==> src/rtl/lcd_nibble_pkg.sv <==
package lcd_nibble_pkg;

  typedef enum logic [2:0] {
    DLY_PULSE, DLY_GAP, DLY_WAKE1, DLY_WAKE2, DLY_CLEAR, DLY_HOME, DLY_POWER
  } dlySel_e;

  typedef enum logic [1:0] {C_PWAIT, C_PULSE, C_GAP, C_IDLE} ctlState_e;

  // strobes from control to datapath
  typedef struct packed {
    logic       load;
    logic [7:0] loadByte;
    logic       loadRs;
    logic       loadRw;
    logic       nibLow;
    logic       enSet;
    logic       enClr;
    logic       startWait;
    dlySel_e    dly;
  } lcdStrobe_t;

  typedef struct packed {
    logic       single;
    logic [7:0] value;
    dlySel_e    post;
  } initItem_t;

  localparam int INIT_LEN = 9;
  localparam logic [7:0] CMD_CLEAR = 8'h01;
  localparam logic [7:0] CMD_HOME  = 8'h02;

  function automatic int maxOf(input int a, input int b);
    return (a > b) ? a : b;
  endfunction

  // wait that follows the second nibble of a byte
  function automatic dlySel_e postWait(input logic isData, input logic isRead,
                                       input logic [7:0] b);
    if (!isData && !isRead && b == CMD_CLEAR) return DLY_CLEAR;
    if (!isData && !isRead && b == CMD_HOME)  return DLY_HOME;
    return DLY_GAP;
  endfunction

  // start-up list: wake-up nibbles sit in bits 7..4
  function automatic initItem_t initItem(input logic [3:0] idx);
    initItem_t it;
    it.single = 1'b0;
    it.value  = 8'h00;
    it.post   = DLY_GAP;
    case (idx)
      4'd0: begin it.single = 1'b1; it.value = 8'h30; it.post = DLY_WAKE1; end
      4'd1: begin it.single = 1'b1; it.value = 8'h30; it.post = DLY_WAKE2; end
      4'd2: begin it.single = 1'b1; it.value = 8'h30; end
      4'd3: begin it.single = 1'b1; it.value = 8'h20; end
      4'd4: it.value = 8'h28;
      4'd5: it.value = 8'h08;
      4'd6: begin it.value = 8'h01; it.post = postWait(1'b0, 1'b0, 8'h01); end
      4'd7: it.value = 8'h06;
      default: it.value = 8'h0C;
    endcase
    return it;
  endfunction

endpackage

==> src/rtl/lcd_nibble_dp.sv <==
module lcd_nibble_dp
  import lcd_nibble_pkg::*;
#(
  parameter int TICKS_PER_US = 50,
  parameter int POWER_US     = 20000,
  parameter int WAKE1_US     = 4100,
  parameter int WAKE2_US     = 100,
  parameter int GAP_US       = 40,
  parameter int CLEAR_US     = 2000,
  parameter int HOME_US      = 1600
) (
  input  logic       clk,
  input  logic       rstN,
  input  lcdStrobe_t strobe,
  input  logic [3:0] lcdDataIn,
  output logic       delayDone,
  output logic       lcdRs,
  output logic       lcdRw,
  output logic       lcdEn,
  output logic [3:0] lcdDataOut,
  output logic       lcdDataOe,
  output logic       rspValid,
  output logic [7:0] rspByte
);

  localparam int PULSE_CYC = TICKS_PER_US;
  localparam int GAP_CYC   = GAP_US * TICKS_PER_US;
  localparam int WAKE1_CYC = WAKE1_US * TICKS_PER_US;
  localparam int WAKE2_CYC = WAKE2_US * TICKS_PER_US;
  localparam int CLEAR_CYC = CLEAR_US * TICKS_PER_US;
  localparam int HOME_CYC  = HOME_US * TICKS_PER_US;
  localparam int POWER_CYC = POWER_US * TICKS_PER_US;
  localparam int MAX_CYC   = maxOf(maxOf(POWER_CYC, WAKE1_CYC),
                                   maxOf(CLEAR_CYC, HOME_CYC));
  localparam int CNT_W     = $clog2(MAX_CYC + 1);

  logic [7:0]       byteReg;
  logic             rsReg, rwReg, nibLowR, enReg, rspValidR;
  logic [3:0]       hiCap;
  logic [7:0]       rspByteR;
  logic [CNT_W-1:0] delayCnt, waitLoad;

  always_comb begin
    case (strobe.dly)
      DLY_PULSE: waitLoad = CNT_W'(PULSE_CYC - 1);
      DLY_GAP:   waitLoad = CNT_W'(GAP_CYC - 1);
      DLY_WAKE1: waitLoad = CNT_W'(WAKE1_CYC - 1);
      DLY_WAKE2: waitLoad = CNT_W'(WAKE2_CYC - 1);
      DLY_CLEAR: waitLoad = CNT_W'(CLEAR_CYC - 1);
      DLY_HOME:  waitLoad = CNT_W'(HOME_CYC - 1);
      default:   waitLoad = CNT_W'(POWER_CYC - 1);
    endcase
  end

  always_ff @(posedge clk) begin
    if (!rstN) begin
      byteReg   <= '0;
      rsReg     <= 1'b0;
      rwReg     <= 1'b0;
      nibLowR   <= 1'b0;
      enReg     <= 1'b0;
      hiCap     <= '0;
      rspByteR  <= '0;
      rspValidR <= 1'b0;
      delayCnt  <= CNT_W'(POWER_CYC - 1);
    end else begin
      rspValidR <= 1'b0;
      if (strobe.load) begin
        byteReg <= strobe.loadByte;
        rsReg   <= strobe.loadRs;
        rwReg   <= strobe.loadRw;
        nibLowR <= 1'b0;
      end
      if (strobe.nibLow) nibLowR <= 1'b1;
      if (strobe.enSet) begin
        enReg <= 1'b1;
      end else if (strobe.enClr) begin
        enReg <= 1'b0;
        if (rwReg) begin
          if (!nibLowR) begin
            hiCap <= lcdDataIn;
          end else begin
            rspByteR  <= {hiCap, lcdDataIn};
            rspValidR <= 1'b1;
          end
        end
      end
      if (strobe.startWait)     delayCnt <= waitLoad;
      else if (delayCnt != '0)  delayCnt <= delayCnt - 1'b1;
    end
  end

  assign delayDone  = (delayCnt == '0);
  assign lcdRs      = rsReg;
  assign lcdRw      = rwReg;
  assign lcdEn      = enReg;
  assign lcdDataOut = nibLowR ? byteReg[3:0] : byteReg[7:4];
  assign lcdDataOe  = !rwReg;
  assign rspValid   = rspValidR;
  assign rspByte    = rspByteR;

  AST_EN_HOLDS_BUS: assert property (@(posedge clk) disable iff (!rstN)
    enReg && $past(enReg) |-> $stable(lcdDataOut) && $stable(rsReg) && $stable(rwReg));

  AST_RSP_AT_FALL: assert property (@(posedge clk) disable iff (!rstN)
    rspValidR |-> $past(enReg) && !enReg && rwReg);

endmodule

==> src/rtl/lcd_nibble_fsm.sv <==
module lcd_nibble_fsm
  import lcd_nibble_pkg::*;
(
  input  logic       clk,
  input  logic       rstN,
  input  logic       reqValid,
  input  logic       reqIsData,
  input  logic       reqIsRead,
  input  logic [7:0] reqByte,
  input  logic       delayDone,
  output logic       reqReady,
  output logic       initDone,
  output lcdStrobe_t strobe
);

  ctlState_e state, nState;
  logic [3:0] initIdx, nIdx;
  logic       singleR, nSingle, lowR, nLow, initDoneR, nDone, launchInit;
  dlySel_e    postR, nPost;
  initItem_t  item;

  always_comb begin
    strobe.load      = 1'b0;
    strobe.loadByte  = 8'h00;
    strobe.loadRs    = 1'b0;
    strobe.loadRw    = 1'b0;
    strobe.nibLow    = 1'b0;
    strobe.enSet     = 1'b0;
    strobe.enClr     = 1'b0;
    strobe.startWait = 1'b0;
    strobe.dly       = DLY_PULSE;
    nState     = state;
    nIdx       = initIdx;
    nSingle    = singleR;
    nLow       = lowR;
    nPost      = postR;
    nDone      = initDoneR;
    launchInit = 1'b0;
    item       = initItem(initIdx);

    case (state)
      C_PWAIT: if (delayDone) launchInit = 1'b1;
      C_PULSE: if (delayDone) begin
        strobe.enClr     = 1'b1;
        strobe.startWait = 1'b1;
        strobe.dly       = (singleR || lowR) ? postR : DLY_GAP;
        nState           = C_GAP;
      end
      C_GAP: if (delayDone) begin
        if (!singleR && !lowR) begin
          strobe.nibLow    = 1'b1;
          strobe.enSet     = 1'b1;
          strobe.startWait = 1'b1;
          strobe.dly       = DLY_PULSE;
          nLow             = 1'b1;
          nState           = C_PULSE;
        end else if (initDoneR) begin
          nState = C_IDLE;
        end else if (initIdx == 4'(INIT_LEN)) begin
          nDone  = 1'b1;
          nState = C_IDLE;
        end else begin
          launchInit = 1'b1;
        end
      end
      C_IDLE: if (reqValid) begin
        strobe.load      = 1'b1;
        strobe.loadByte  = reqByte;
        strobe.loadRs    = reqIsData;
        strobe.loadRw    = reqIsRead;
        strobe.enSet     = 1'b1;
        strobe.startWait = 1'b1;
        strobe.dly       = DLY_PULSE;
        nSingle          = 1'b0;
        nLow             = 1'b0;
        nPost            = postWait(reqIsData, reqIsRead, reqByte);
        nState           = C_PULSE;
      end
      default: nState = C_IDLE;
    endcase

    if (launchInit) begin
      strobe.load      = 1'b1;
      strobe.loadByte  = item.value;
      strobe.enSet     = 1'b1;
      strobe.startWait = 1'b1;
      strobe.dly       = DLY_PULSE;
      nSingle          = item.single;
      nLow             = 1'b0;
      nPost            = item.post;
      nIdx             = initIdx + 4'd1;
      nState           = C_PULSE;
    end
  end

  always_ff @(posedge clk) begin
    if (!rstN) begin
      state     <= C_PWAIT;
      initIdx   <= '0;
      singleR   <= 1'b0;
      lowR      <= 1'b0;
      postR     <= DLY_GAP;
      initDoneR <= 1'b0;
    end else begin
      state     <= nState;
      initIdx   <= nIdx;
      singleR   <= nSingle;
      lowR      <= nLow;
      postR     <= nPost;
      initDoneR <= nDone;
    end
  end

  assign reqReady = (state == C_IDLE);
  assign initDone = initDoneR;

  AST_READY_AFTER_INIT: assert property (@(posedge clk) disable iff (!rstN)
    reqReady |-> initDoneR);

  AST_INIT_STICKY: assert property (@(posedge clk) disable iff (!rstN)
    initDoneR |=> initDoneR);

endmodule

==> src/rtl/lcd_nibble_bus.sv <==
module lcd_nibble_bus
  import lcd_nibble_pkg::*;
#(
  parameter int TICKS_PER_US = 50,
  parameter int POWER_US     = 20000,
  parameter int WAKE1_US     = 4100,
  parameter int WAKE2_US     = 100,
  parameter int GAP_US       = 40,
  parameter int CLEAR_US     = 2000,
  parameter int HOME_US      = 1600
) (
  input  logic       clk,
  input  logic       rstN,
  input  logic       reqValid,
  output logic       reqReady,
  input  logic       reqIsData,
  input  logic       reqIsRead,
  input  logic [7:0] reqByte,
  output logic       rspValid,
  output logic [7:0] rspByte,
  output logic       initDone,
  output logic       lcdRs,
  output logic       lcdRw,
  output logic       lcdEn,
  output logic [3:0] lcdDataOut,
  output logic       lcdDataOe,
  input  logic [3:0] lcdDataIn
);

  lcdStrobe_t strobe;
  logic       delayDone;

  lcd_nibble_fsm u_fsm (
    .clk(clk), .rstN(rstN), .reqValid(reqValid), .reqIsData(reqIsData),
    .reqIsRead(reqIsRead), .reqByte(reqByte), .delayDone(delayDone),
    .reqReady(reqReady), .initDone(initDone), .strobe(strobe)
  );

  lcd_nibble_dp #(
    .TICKS_PER_US(TICKS_PER_US), .POWER_US(POWER_US), .WAKE1_US(WAKE1_US),
    .WAKE2_US(WAKE2_US), .GAP_US(GAP_US), .CLEAR_US(CLEAR_US), .HOME_US(HOME_US)
  ) u_dp (
    .clk(clk), .rstN(rstN), .strobe(strobe), .lcdDataIn(lcdDataIn),
    .delayDone(delayDone), .lcdRs(lcdRs), .lcdRw(lcdRw), .lcdEn(lcdEn),
    .lcdDataOut(lcdDataOut), .lcdDataOe(lcdDataOe), .rspValid(rspValid),
    .rspByte(rspByte)
  );

  AST_EN_NOT_READY: assert property (@(posedge clk) disable iff (!rstN)
    lcdEn |-> !reqReady);

  AST_ACCEPT_RAISES_EN: assert property (@(posedge clk) disable iff (!rstN)
    reqValid && reqReady |=> lcdEn);

endmodule

==> config.mk <==
export PLATFORM = sky130hd
export DESIGN_NAME = lcd_nibble_bus
export DESIGN_NICKNAME = d
export VERILOG_FILES = /design/src/rtl/lcd_nibble_pkg.sv /design/src/rtl/lcd_nibble_dp.sv /design/src/rtl/lcd_nibble_fsm.sv /design/src/rtl/lcd_nibble_bus.sv
export SDC_FILE = /design/constraint.sdc
export NUM_CORES = 1
export LEC_CHECK = 0
export BUFFER_PORTS_ARGS = -buffer_cell sky130_fd_sc_hd__buf_2
export CAP_MARGIN = 20
export CORE_MARGIN = 10
export CORE_UTILIZATION = 45
export CTS_CLUSTER_DIAMETER = 80
export DETAILED_ROUTE_END_ITERATION = 10
export PLACE_DENSITY = 0.71
export SYNTH_ARGS = -nofsm -noshare
export SYNTH_HDL_FRONTEND = slang
export SYNTH_SLANG_ARGS = --single-unit
==> constraint.sdc <==
create_clock -name clk -period 3.2 [get_ports clk]
set_clock_uncertainty 0.1 [all_clocks]
set_input_delay 0.64 -clock clk [delete_from_list [all_inputs] [get_ports clk]]
set_output_delay 0.64 -clock clk [all_outputs]
set_load 0.02 [all_outputs]
==> metrics.txt, run 1 <==
status=complete, no violations; deepest clock path buffer count=2; dpl ws=0.407 ns; initial antenna violation count=0; Die X=104 um; most common cell after layout, fill and taps aside=dfxtp_1; die area=10,800 sq um; Starting DRT DRC Count=287; cts hold-fix bufs=0; Slew HR=54.2%; row cnt=30; unrepaired setup endpoints after global routing=false; layout cells sized above 1=18.2%; Worst-path clk slew=0.07 ns; leading area contributor after synthesis=dfxtp_1; Max IR drop VDD=0.341 mV; Mapped Cells=385; I/O Pins=36; Setup TNS=0 ns; top-area cell type share of the netlist area=35.9%; # placed instances=503; post-cts sizing count=0; gr ovfl total=0; Initial Util=46.5%; most frequent cells in the layout=dfxtp_1 (57), nor2_1 (41), nand2_1 (37); Die H=104 um; first-pass GRT wire length=13.4 mm; vias per cell=5.53; PwrDens=519 nW/um^2; count of cell types in the netlist=58; Final min period=2.82 ns; Post-synth EDFFs=0; Finished Cell Area=3670 sq um; synth top area cells=dfxtp_1 (36%), nor2_1 (4.8%), mux2i_1 (4.7%); Cell Count, Final, Fillers Out=519; CP Capture Type=flop; largest net degree at the start of global routing=38; setup slack after layout=0.383 ns; # setup viols final=0; Port Buffers=35; Top FF cell, synth=dfxtp_1; Worst Tran Pin Value=0.685 ns; WHS Path Cells=2; Required @ worst endpoint=3.31 ns; Post-Route WL=8.04 mm; overall power=1.91 mW; R2R Setup Slk=0.38 ns; total CTS buffers=9; Yosys Warn Count=0; crit path from=u_dp.delayCnt[8]; Clk Latency, worst-skew pair=0.35 ns; post-synthesis mux area share=6.86%; Final Util=53.8%; count of nets after finishing=445; Core Area=6830 sq um; Crit Path Class=flop to flop; register area share after synthesis=35.9%; Final Wtd Congestion=0.891; #FFs+latches synth=57; crit path DAT=2.93 ns; CTS Root Cell=clkbuf_8; Worst Hold Class=flop to flop; XOR/XNOR share of the synthesized area=5.79%; critical-path maximum fanout=9; FF-to-FF path depth=6; hold_ws=0.364 ns; vias in the first global route=2,798; DR pass1 iterations=4; all-layer global routing usage=14.7%; syn avg cell area=8.25 sq um; CTS tree=done; Cell Area, Synth=3180 sq um; worst r2r src=u_dp.delayCnt[8]; Final period util=88.0%; Setup Buffers After CTS=0; Compound-Gate Fraction of Synth Area=17.5%; Vias=2,870; hpwl dp=5.77 mm; CTS sink cnt=57; post-DR wirelength/cell=15.5 um; fmax=355 MHz; Net Count, Synth=412; antenna cell count=0; # DRC=0; post-route ant nets=0; min-delay src=u_dp.lcdRs; hold path endpoint=u_dp.lcdRs; max cap viols=0; H-tree levels=3; Leak=1.45 nW; final hold vios=0; main combinational cell family by area after synthesis=simple AND/OR/NAND/NOR gates; critical path startpoint category=flop; Slew Limit Fails=0; Simple-Gate Fraction of Synth Area=25.7%; Post-Synth Adder-Cell Area=3.94%; dpl cell area=3450 sq um; Async SR Flop Fraction=0%; area grow syn2layout=15.7%; worst reg2reg endpoint=u_dp.rspByte[2]
[cells in the mapped netlist (6+ instances only)]
| cell | count |
|---|---|
| nand3_1 | 16 |
| mux2i_1 | 15 |
| mux2_2 | 6 |
| nor2_1 | 41 |
| a21oi_1 | 22 |
| ha_1 | 10 |
| xor2_1 | 16 |
| nand2_1 | 37 |
| o21ai_0 | 22 |
| dfxtp_1 | 57 |
| nor2b_1 | 8 |
| or3_1 | 6 |
| inv_1 | 12 |
| nor4_1 | 9 |
| nor3_1 | 15 |
| clkbuf_1 | 17 |
[worst max-delay path by stage]
stage | end | slack [ns] | depth (start not counted)
2_1_floorplan | u_dp.rspByte[4] | 0.61 | 7
3_3_place_gp | u_dp.rspByte[7] | 0.47 | 6
5_1_grt | u_dp.rspByte[6] | 0.21 | 6
4_1_cts | u_dp.rspByte[1] | 0.41 | 6
3_5_place_dp | u_dp.rspByte[1] | 0.41 | 6
6_report | u_dp.rspByte[2] | 0.38 | 6
[area by class of cell]
cell class,count,area (sq um)
multi-input combinational,294,1900
clock buffer,9,124
inverter,13,48.8
clock inverter,7,103
fill,667,3160
timing repair buffer,43,235
tap,96,120
sequential,57,1140
[registers in the layout (all words and copies together) (netlist names)]
| register | cells |
|---|---|
| u_dp.hiCap | 4 |
| u_dp.byteReg | 8 |
| u_dp.lcdRs | 1 |
| u_fsm.lowR | 1 |
| u_fsm.state | 2 |
| u_fsm.initIdx | 4 |
| u_dp.rspValid | 1 |
| u_fsm.singleR | 1 |
| u_dp.delayCnt | 20 |
| u_dp.lcdEn | 1 |
| u_fsm.postR | 3 |
| u_dp.lcdRw | 1 |
| u_dp.nibLowR | 1 |
| u_dp.rspByte | 8 |
| u_fsm.initDone | 1 |
[per-layer routing]
metal  routed length, um  vias to the layer above  track usage, %  part of all wire (%)
li1                    -                     1441               -                     -
met1                3620                     1343            17.7                    45
met2                3840                       73            24.1                    48
met3                 436                       13            3.90                   5.4
met4                 133                        0            5.96                   1.7
met5                   0                        -               0                     0
[worst max-delay path: stages, from the launching register on]
cell and delay [ns]:
dfxtp_1 0.35, or4_4 0.57, or4_4 0.51, nor4_4 0.51, nand3_2 0.35, mux2i_1 0.23, nor2_1 0.05
[kinds of logic (layout without fill, tap and decap cells)]
| logic type | Yosys count | count (layout) |
|---|---|---|
| xor+xnor | 21 | 21 |
| flops | 57 | 57 |
| fa+ha+maj | 10 | 10 |
| compound gates | 84 | 84 |
| buf+inv | 34 | 72 |
| simple gates | 158 | 158 |
| mux | 21 | 21 |
[power breakdown]
group	switching [mW]	internal, mW	leakage, nW
clock	0.321	0.444	0.110
combinational	0.243	0.148	0.884
sequential	0.0192	0.731	0.460
total	0.584	1.32	1.45
No activity file was read; power rests on OpenSTA's default activity.
==> inputs of run 2 (changes only) <==
--- a/config.mk
+++ b/config.mk
@@ -7,6 +7,7 @@
 export LEC_CHECK = 0
 export BUFFER_PORTS_ARGS = -buffer_cell sky130_fd_sc_hd__buf_2
 export CAP_MARGIN = 20
+export CORE_ASPECT_RATIO = 1.75
 export CORE_MARGIN = 10
 export CORE_UTILIZATION = 45
 export CTS_CLUSTER_DIAMETER = 80
==> metrics.txt, run 2 (synthesis results as in run 1) <==
R2R Setup Slk=0.34 ns (was 0.38 ns); Slew HR=43.9% (was 54.2%); Final period util=89.3% (was 88.0%); Biggest register=u_dp.delayCnt (unchanged); Die X=83.5 um (was 104 um); critical-path maximum fanout=9 (unchanged); Port Buffers=35 (unchanged); CP max stage cell=or4_4 (unchanged); post-DR wirelength/cell=17.5 um (was 15.5 um); initial antenna violation count=0 (unchanged); gr ovfl total=0 (unchanged); row cnt=40 (was 30); WHS Path Cells=2 (unchanged); die area=10,900 sq um (was 10,800 sq um); CP Capture Type=flop (unchanged); vias per cell=5.86 (was 5.53); # DRC=0 (unchanged); H-tree levels=3 (unchanged); final hold vios=0 (unchanged); CTS sink cnt=57 (unchanged); # setup viols final=0 (unchanged); dpl ws=0.328 ns (was 0.407 ns); largest net degree at the start of global routing=38 (unchanged); status=complete, no violations (unchanged); Sw Share=26.6% (was 30.6%); FF-to-FF path depth=6 (unchanged); dpl cell area=3470 sq um (was 3450 sq um); Post-Route WL=8.97 mm (was 8.04 mm); setup slack after layout=0.343 ns (was 0.383 ns); total CTS buffers=9 (unchanged); Finished Cell Area=3820 sq um (was 3670 sq um); overall power=2.28 mW (was 1.91 mW); critical path startpoint category=flop (unchanged); post-cts sizing count=0 (unchanged); most frequent CP cell=or4_4 (unchanged); Int Pwr=1.67 mW (was 1.32 mW); Leak=1.54 nW (was 1.45 nW); sequential power share=33.0% (was 39.3%); M2 GR Usage=30.5% (was 24.1%); max reg flops=20 (unchanged); Worst path top cell family by delay=simple AND/OR/NAND/NOR gates (unchanged); area grow syn2layout=20.3% (was 15.7%); hpwl dp=6.75 mm (was 5.77 mm); deepest clock path buffer count=2 (unchanged); cts hold-fix bufs=0 (unchanged); post-route ant nets=0 (unchanged); Starting DRT DRC Count=327 (was 287); GR met1 Demand/Resource=14.7% (was 17.7%); crit path DAT=2.95 ns (was 2.93 ns); slowest stage delay, CP=0.57 ns (about the same); Final Wtd Congestion=0.964 (was 0.891); DR pass1 iterations=5 (was 4); Crit Path Class=flop to flop (unchanged); Clk Latency, worst-skew pair=0.34 ns (was 0.35 ns); unrepaired setup endpoints after global routing=false (unchanged); Final min period=2.86 ns (was 2.82 ns); antenna cell count=0 (unchanged); CTS tree=done (unchanged); most crowded layer after global routing=met2 (unchanged); min-delay src=u_dp.byteReg[6] (was u_dp.lcdRs); hold_ws=0.372 ns (was 0.364 ns); Comb power frac=18.5% (was 20.5%); all-layer global routing usage=16.2% (was 14.7%); Net Sw Power=607 uW (was 584 uW); Worst Tran Pin Value=0.842 ns (was 0.685 ns); count of nets after finishing=449 (was 445); Vias=2,995 (was 2,870); I/O Pins=36 (unchanged); Max IR drop VDD=0.418 mV (was 0.341 mV); max cap viols=0 (unchanged); Die H=131 um (was 104 um); Required @ worst endpoint=3.30 ns (was 3.31 ns); first-pass GRT wire length=14.6 mm (was 13.4 mm); vias in the first global route=3,088 (was 2,798); met3 GRT Util=4.46% (was 3.90%); PwrDens=597 nW/um^2 (was 519 nW/um^2); layout cells sized above 1=19.0% (was 18.2%); Worst Hold Class=flop to flop (unchanged); CTS Root Cell=clkbuf_16 (was clkbuf_8); Initial Util=46.3% (was 46.5%); Slew Limit Fails=0 (unchanged); critical-path cell list=or4_4 > or4_4 > nor4_4 > nand3_2 > mux2i_1 > nor2_1 (unchanged); crit path buf inv count=0 (unchanged); Core Area=6860 sq um (was 6830 sq um); Setup Buffers After CTS=0 (unchanged); hold path endpoint=u_dp.byteReg[6] (was u_dp.lcdRs); most common cell after layout, fill and taps aside=dfxtp_1 (unchanged); most frequent cells in the layout=dfxtp_1 (57), nor2_1 (41), nand2_1 (37) (unchanged); Setup TNS=0 ns (unchanged); worst reg2reg endpoint=u_dp.rspByte[5] (was u_dp.rspByte[2]); worst r2r src=u_dp.delayCnt[8] (unchanged); Worst-path clk slew=0.05 ns (was 0.07 ns); fmax=350 MHz (was 355 MHz); Clock power frac=48.5% (was 40.1%)
-- run 2: how the worst max path moves through the flow --
stage / cells after the start / to / slack (ns) / from
CTS: 6 / u_dp.rspByte[5] / 0.33 / u_dp.delayCnt[8]
global placement: 6 / u_dp.rspByte[3] / 0.39 / u_dp.delayCnt[8]
global route: 6 / u_dp.rspByte[6] / 0.14 / u_dp.delayCnt[8]
floorplan: 7 / u_dp.rspByte[4] / 0.61 / u_dp.delayCnt[8]
finish: 6 / u_dp.rspByte[5] / 0.34 / u_dp.delayCnt[8]
detailed placement: 6 / u_dp.rspByte[5] / 0.33 / u_dp.delayCnt[8]
-- run 2: final cells by class --
type	instances	area [sq um]
multi-input combinational	294	1900
timing repair buffer	47	278
inverter	13	48.8
sequential	57	1140
tap	84	105
clock inverter	6	105
fill	595	3040
clock buffer	10	239
-- run 2: worst reg2reg max path, cell delays in order (launching register included) --
cell	delay [ns]
dfxtp_1	0.34
or4_4	0.57
or4_4	0.52
nor4_4	0.53
nand3_2	0.36
mux2i_1	0.24
nor2_1	0.06
-- run 2: per-stage QoR --
stage / util [%] / cells
final: 55.7 / 511
after global routing: 55.7 / 511
after CTS: 55.7 / 511
after detailed placement: 50.7 / 495
after global placement: 50.7 / 495
after floorplan: - / 385
-- run 2: power groups by stage --
stage | clock [mW] | sequential (mW) | combinational [mW]
floorplan | 0 | 0.762 | 0.297
global placement | 0 | 0.765 | 0.410
detailed placement | 0 | 0.767 | 0.413
CTS | 1.12 | 0.753 | 0.414
global route | 1.15 | 0.755 | 0.454
finish | 1.10 | 0.753 | 0.421
-- run 2: metal layers --
layer	vias to the layer above	share of wire (%)	routed length [um]
li1	1455	-	-
met1	1416	37	3300
met2	96	54	4830
met3	28	5.6	499
met4	0	3.7	333
met5	-	0	0
==> inputs of run 3 (changes only) <==
--- a/config.mk
+++ b/config.mk
@@ -7,7 +7,7 @@
 export LEC_CHECK = 0
 export BUFFER_PORTS_ARGS = -buffer_cell sky130_fd_sc_hd__buf_2
 export CAP_MARGIN = 20
-export CORE_ASPECT_RATIO = 1.75
+export CORE_ASPECT_RATIO = 0.6
 export CORE_MARGIN = 10
 export CORE_UTILIZATION = 45
 export CTS_CLUSTER_DIAMETER = 80
@@ -15,4 +15,5 @@
 export PLACE_DENSITY = 0.71
 export SYNTH_ARGS = -nofsm -noshare
 export SYNTH_HDL_FRONTEND = slang
+export SYNTH_HIERARCHICAL = 1
 export SYNTH_SLANG_ARGS = --single-unit
==> metrics.txt, run 3 <==
status=complete, no violations (unchanged); PwrDens=477 nW/um^2 (was 597 nW/um^2); XOR/XNOR share of the synthesized area=3.96% (was 5.79%); die area=11,300 sq um (was 10,900 sq um); Port Buffers=35 (unchanged); syn avg cell area=8.57 sq um (was 8.25 sq um); Final min period=3.10 ns (was 2.86 ns); Worst Hold Class=flop to flop (unchanged); Biggest register=u_dp/delayCnt (was u_dp.delayCnt); Leak=1.65 nW (was 1.54 nW); dpl cell area=3680 sq um (was 3470 sq um); deepest clock path buffer count=2 (unchanged); Core Area=7210 sq um (was 6860 sq um); total CTS buffers=9 (unchanged); Top FF cell, synth=dfxtp_1 (unchanged); CP Capture Type=flop (unchanged); first-pass GRT wire length=15.3 mm (was 14.6 mm); Vias=3,134 (was 2,995); Starting DRT DRC Count=255 (was 327); hpwl dp=6.76 mm (was 6.75 mm); antenna cell count=0 (unchanged); Mapped Cells=387 (was 385); initial antenna violation count=0 (unchanged); slowest stage delay, CP=0.54 ns (was 0.57 ns); Net Count, Synth=415 (was 412); synth cell count leaders=dfxtp_1 (57), nand2_1 (35), nor2b_1 (25) (was dfxtp_1 (57), nor2_1 (41), nand2_1 (37)); CTS sink cnt=57 (unchanged); Clk Latency, worst-skew pair=0.33 ns (was 0.34 ns); gr ovfl total=0 (unchanged); fmax=322 MHz (was 350 MHz); Async SR Flop Fraction=0% (unchanged); largest net degree at the start of global routing=24 (was 38); Post-Synth Adder-Cell Area=4.15% (was 3.94%); Post-Route WL=9.43 mm (was 8.97 mm); post-synthesis mux area share=6.52% (was 6.86%); all-layer global routing usage=17.1% (was 16.2%); most common cell after layout, fill and taps aside=dfxtp_1 (unchanged); Final Wtd Congestion=0.925 (was 0.964); Required @ worst endpoint=3.31 ns (was 3.30 ns); DR pass1 iterations=6 (was 5); Initial Util=46.0% (was 46.3%); post-DR wirelength/cell=17.5 um (about the same); dpl ws=-0.201 ns (was 0.328 ns); max cap viols=0 (unchanged); # setup viols final=0 (unchanged); Final period util=97.0% (was 89.3%); #FFs+latches synth=57 (unchanged); crit path buf inv count=2 (was 0); Slew HR=58.2% (was 43.9%); Post-synth EDFFs=0 (unchanged); CP max stage cell=or4_4 (unchanged); critical-path maximum fanout=6 (was 9); Finished Cell Area=4160 sq um (was 3820 sq um); Die H=86.5 um (was 131 um); synth top area cells=dfxtp_1 (34%), mux2i_1 (4.8%), nor2b_1 (4.7%) (was dfxtp_1 (36%), nor2_1 (4.8%), mux2i_1 (4.7%)); Compound-Gate Fraction of Synth Area=19.1% (was 17.5%); overall power=1.99 mW (was 2.28 mW); area grow syn2layout=25.5% (was 20.3%); vias per cell=5.83 (was 5.86); H-tree levels=3 (unchanged); Worst-path clk slew=0.05 ns (about the same); critical path startpoint category=flop (unchanged); Crit Path Class=flop to flop (unchanged); max reg flops=20 (unchanged); Worst Tran Pin Value=0.625 ns (was 0.842 ns); CTS Root Cell=clkbuf_16 (unchanged); vias in the first global route=2,935 (was 3,088); Max IR drop VDD=0.326 mV (was 0.418 mV); # DRC=0 (unchanged); Cell Area, Synth=3320 sq um (was 3180 sq um); # placed instances=513 (was 495); crit path DAT=3.22 ns (was 2.95 ns); I/O Pins=36 (unchanged); count of nets after finishing=471 (was 449); count of cell types in the netlist=64 (was 58); Final Util=57.8% (was 55.7%); hold_ws=0.361 ns (was 0.372 ns); main combinational cell family by area after synthesis=simple AND/OR/NAND/NOR gates (unchanged); Slew Limit Fails=0 (unchanged); final hold vios=0 (unchanged); row cnt=24 (was 40); top-area cell type share of the netlist area=34.4% (was 35.9%); most frequent CP cell=or4_4 (unchanged); leading area contributor after synthesis=dfxtp_1 (unchanged); setup slack after layout=0.0962 ns (was 0.343 ns); Setup TNS=0 ns (unchanged); Simple-Gate Fraction of Synth Area=26.7% (was 25.7%); Cell Count, Final, Fillers Out=538 (was 511); Yosys Warn Count=6 (was 0); most frequent cells in the layout=dfxtp_1 (56), buf_2 (35), nand2_1 (33) (was dfxtp_1 (57), nor2_1 (41), nand2_1 (37)); Worst path top cell family by delay=simple AND/OR/NAND/NOR gates (unchanged); layout cells sized above 1=28.0% (was 19.0%); CTS tree=done (unchanged); critical-path cell list=or4_4 > or2_4 > or4_4 > inv_6 > o21ai_4 > nor2_4 > nor4b_4 > clkdlybuf4s15_2 > o21ai_2 > nand2_1 > a311o_1 (was or4_4 > or4_4 > nor4_4 > nand3_2 > mux2i_1 > nor2_1); top-count cell post-synth=dfxtp_1 (unchanged); cts hold-fix bufs=0 (unchanged); register area share after synthesis=34.4% (was 35.9%); post-route ant nets=0 (unchanged); Die X=131 um (was 83.5 um)
## run 3: logic make-up after synthesis
logic type	Yosys count
AO/OA/AOI/OAI	89
XOR/XNOR	15
adder cells (fa/ha/maj)	11
buffers and inverters	35
flip-flops	57
multiplexers	21
AND/OR/NAND/NOR	159
## run 3: worst reg2reg max path: stages (launching register included)
cell             delay [ns]
dfxtp_1                0.32
or4_4                  0.54
or2_4                  0.25
or4_4                  0.46
inv_6                  0.11
o21ai_4                0.07
nor2_4                 0.21
nor4b_4                0.08
clkdlybuf4s15_2        0.28
o21ai_2                0.17
nand2_1                0.08
a311o_1                0.33
## run 3: routing by layer
metal | global-route usage [%] | share of wire [%]
met1 | 23.9 | 51
met2 | 23.1 | 39
met3 | 7.01 | 9.2
met4 | 5.23 | 1.0
met5 | 0 | 0
## run 3: repair_timing
item                                   CTS  global route
cloned                                   0             1
pin swaps                                0             3
endpoints found under the hold margin    0             0
setup endpoints to repair               10            27
buffers inserted                         0             9
resized for setup                        2            21
## run 3: final cells by class
class                           instances  area [sq um]
Fill cell                             650          3040
Multi-Input combinational cell        295          2110
Sequential cell                        57          1140
Timing Repair Buffer                   66           424
Clock buffer                           13           280
Tap cell                               91           114
Inverter                               14          57.6
Clock inverter                          2          35.0
## run 3: power by group
group	leakage (nW)	switching (mW)	internal, mW
Clock	0.158	0.315	0.680
Sequential	0.461	0.0125	0.724
Combinational	1.03	0.165	0.0891
## run 3: worst paths after layout
check | from | endpoint | slack [ns] | depth (start not counted)
worst max register to register | u_dp/delayCnt[14] | u_dp/delayCnt[16] | 0.1 | 11
worst max-delay path | u_dp/delayCnt[14] | u_dp/delayCnt[16] | 0.1 | 11
worst min register to register | u_dp/rspByte[4] | u_dp/rspByte[4] | 0.36 | 2
worst min-delay path | u_dp/rspByte[4] | u_dp/rspByte[4] | 0.36 | 2
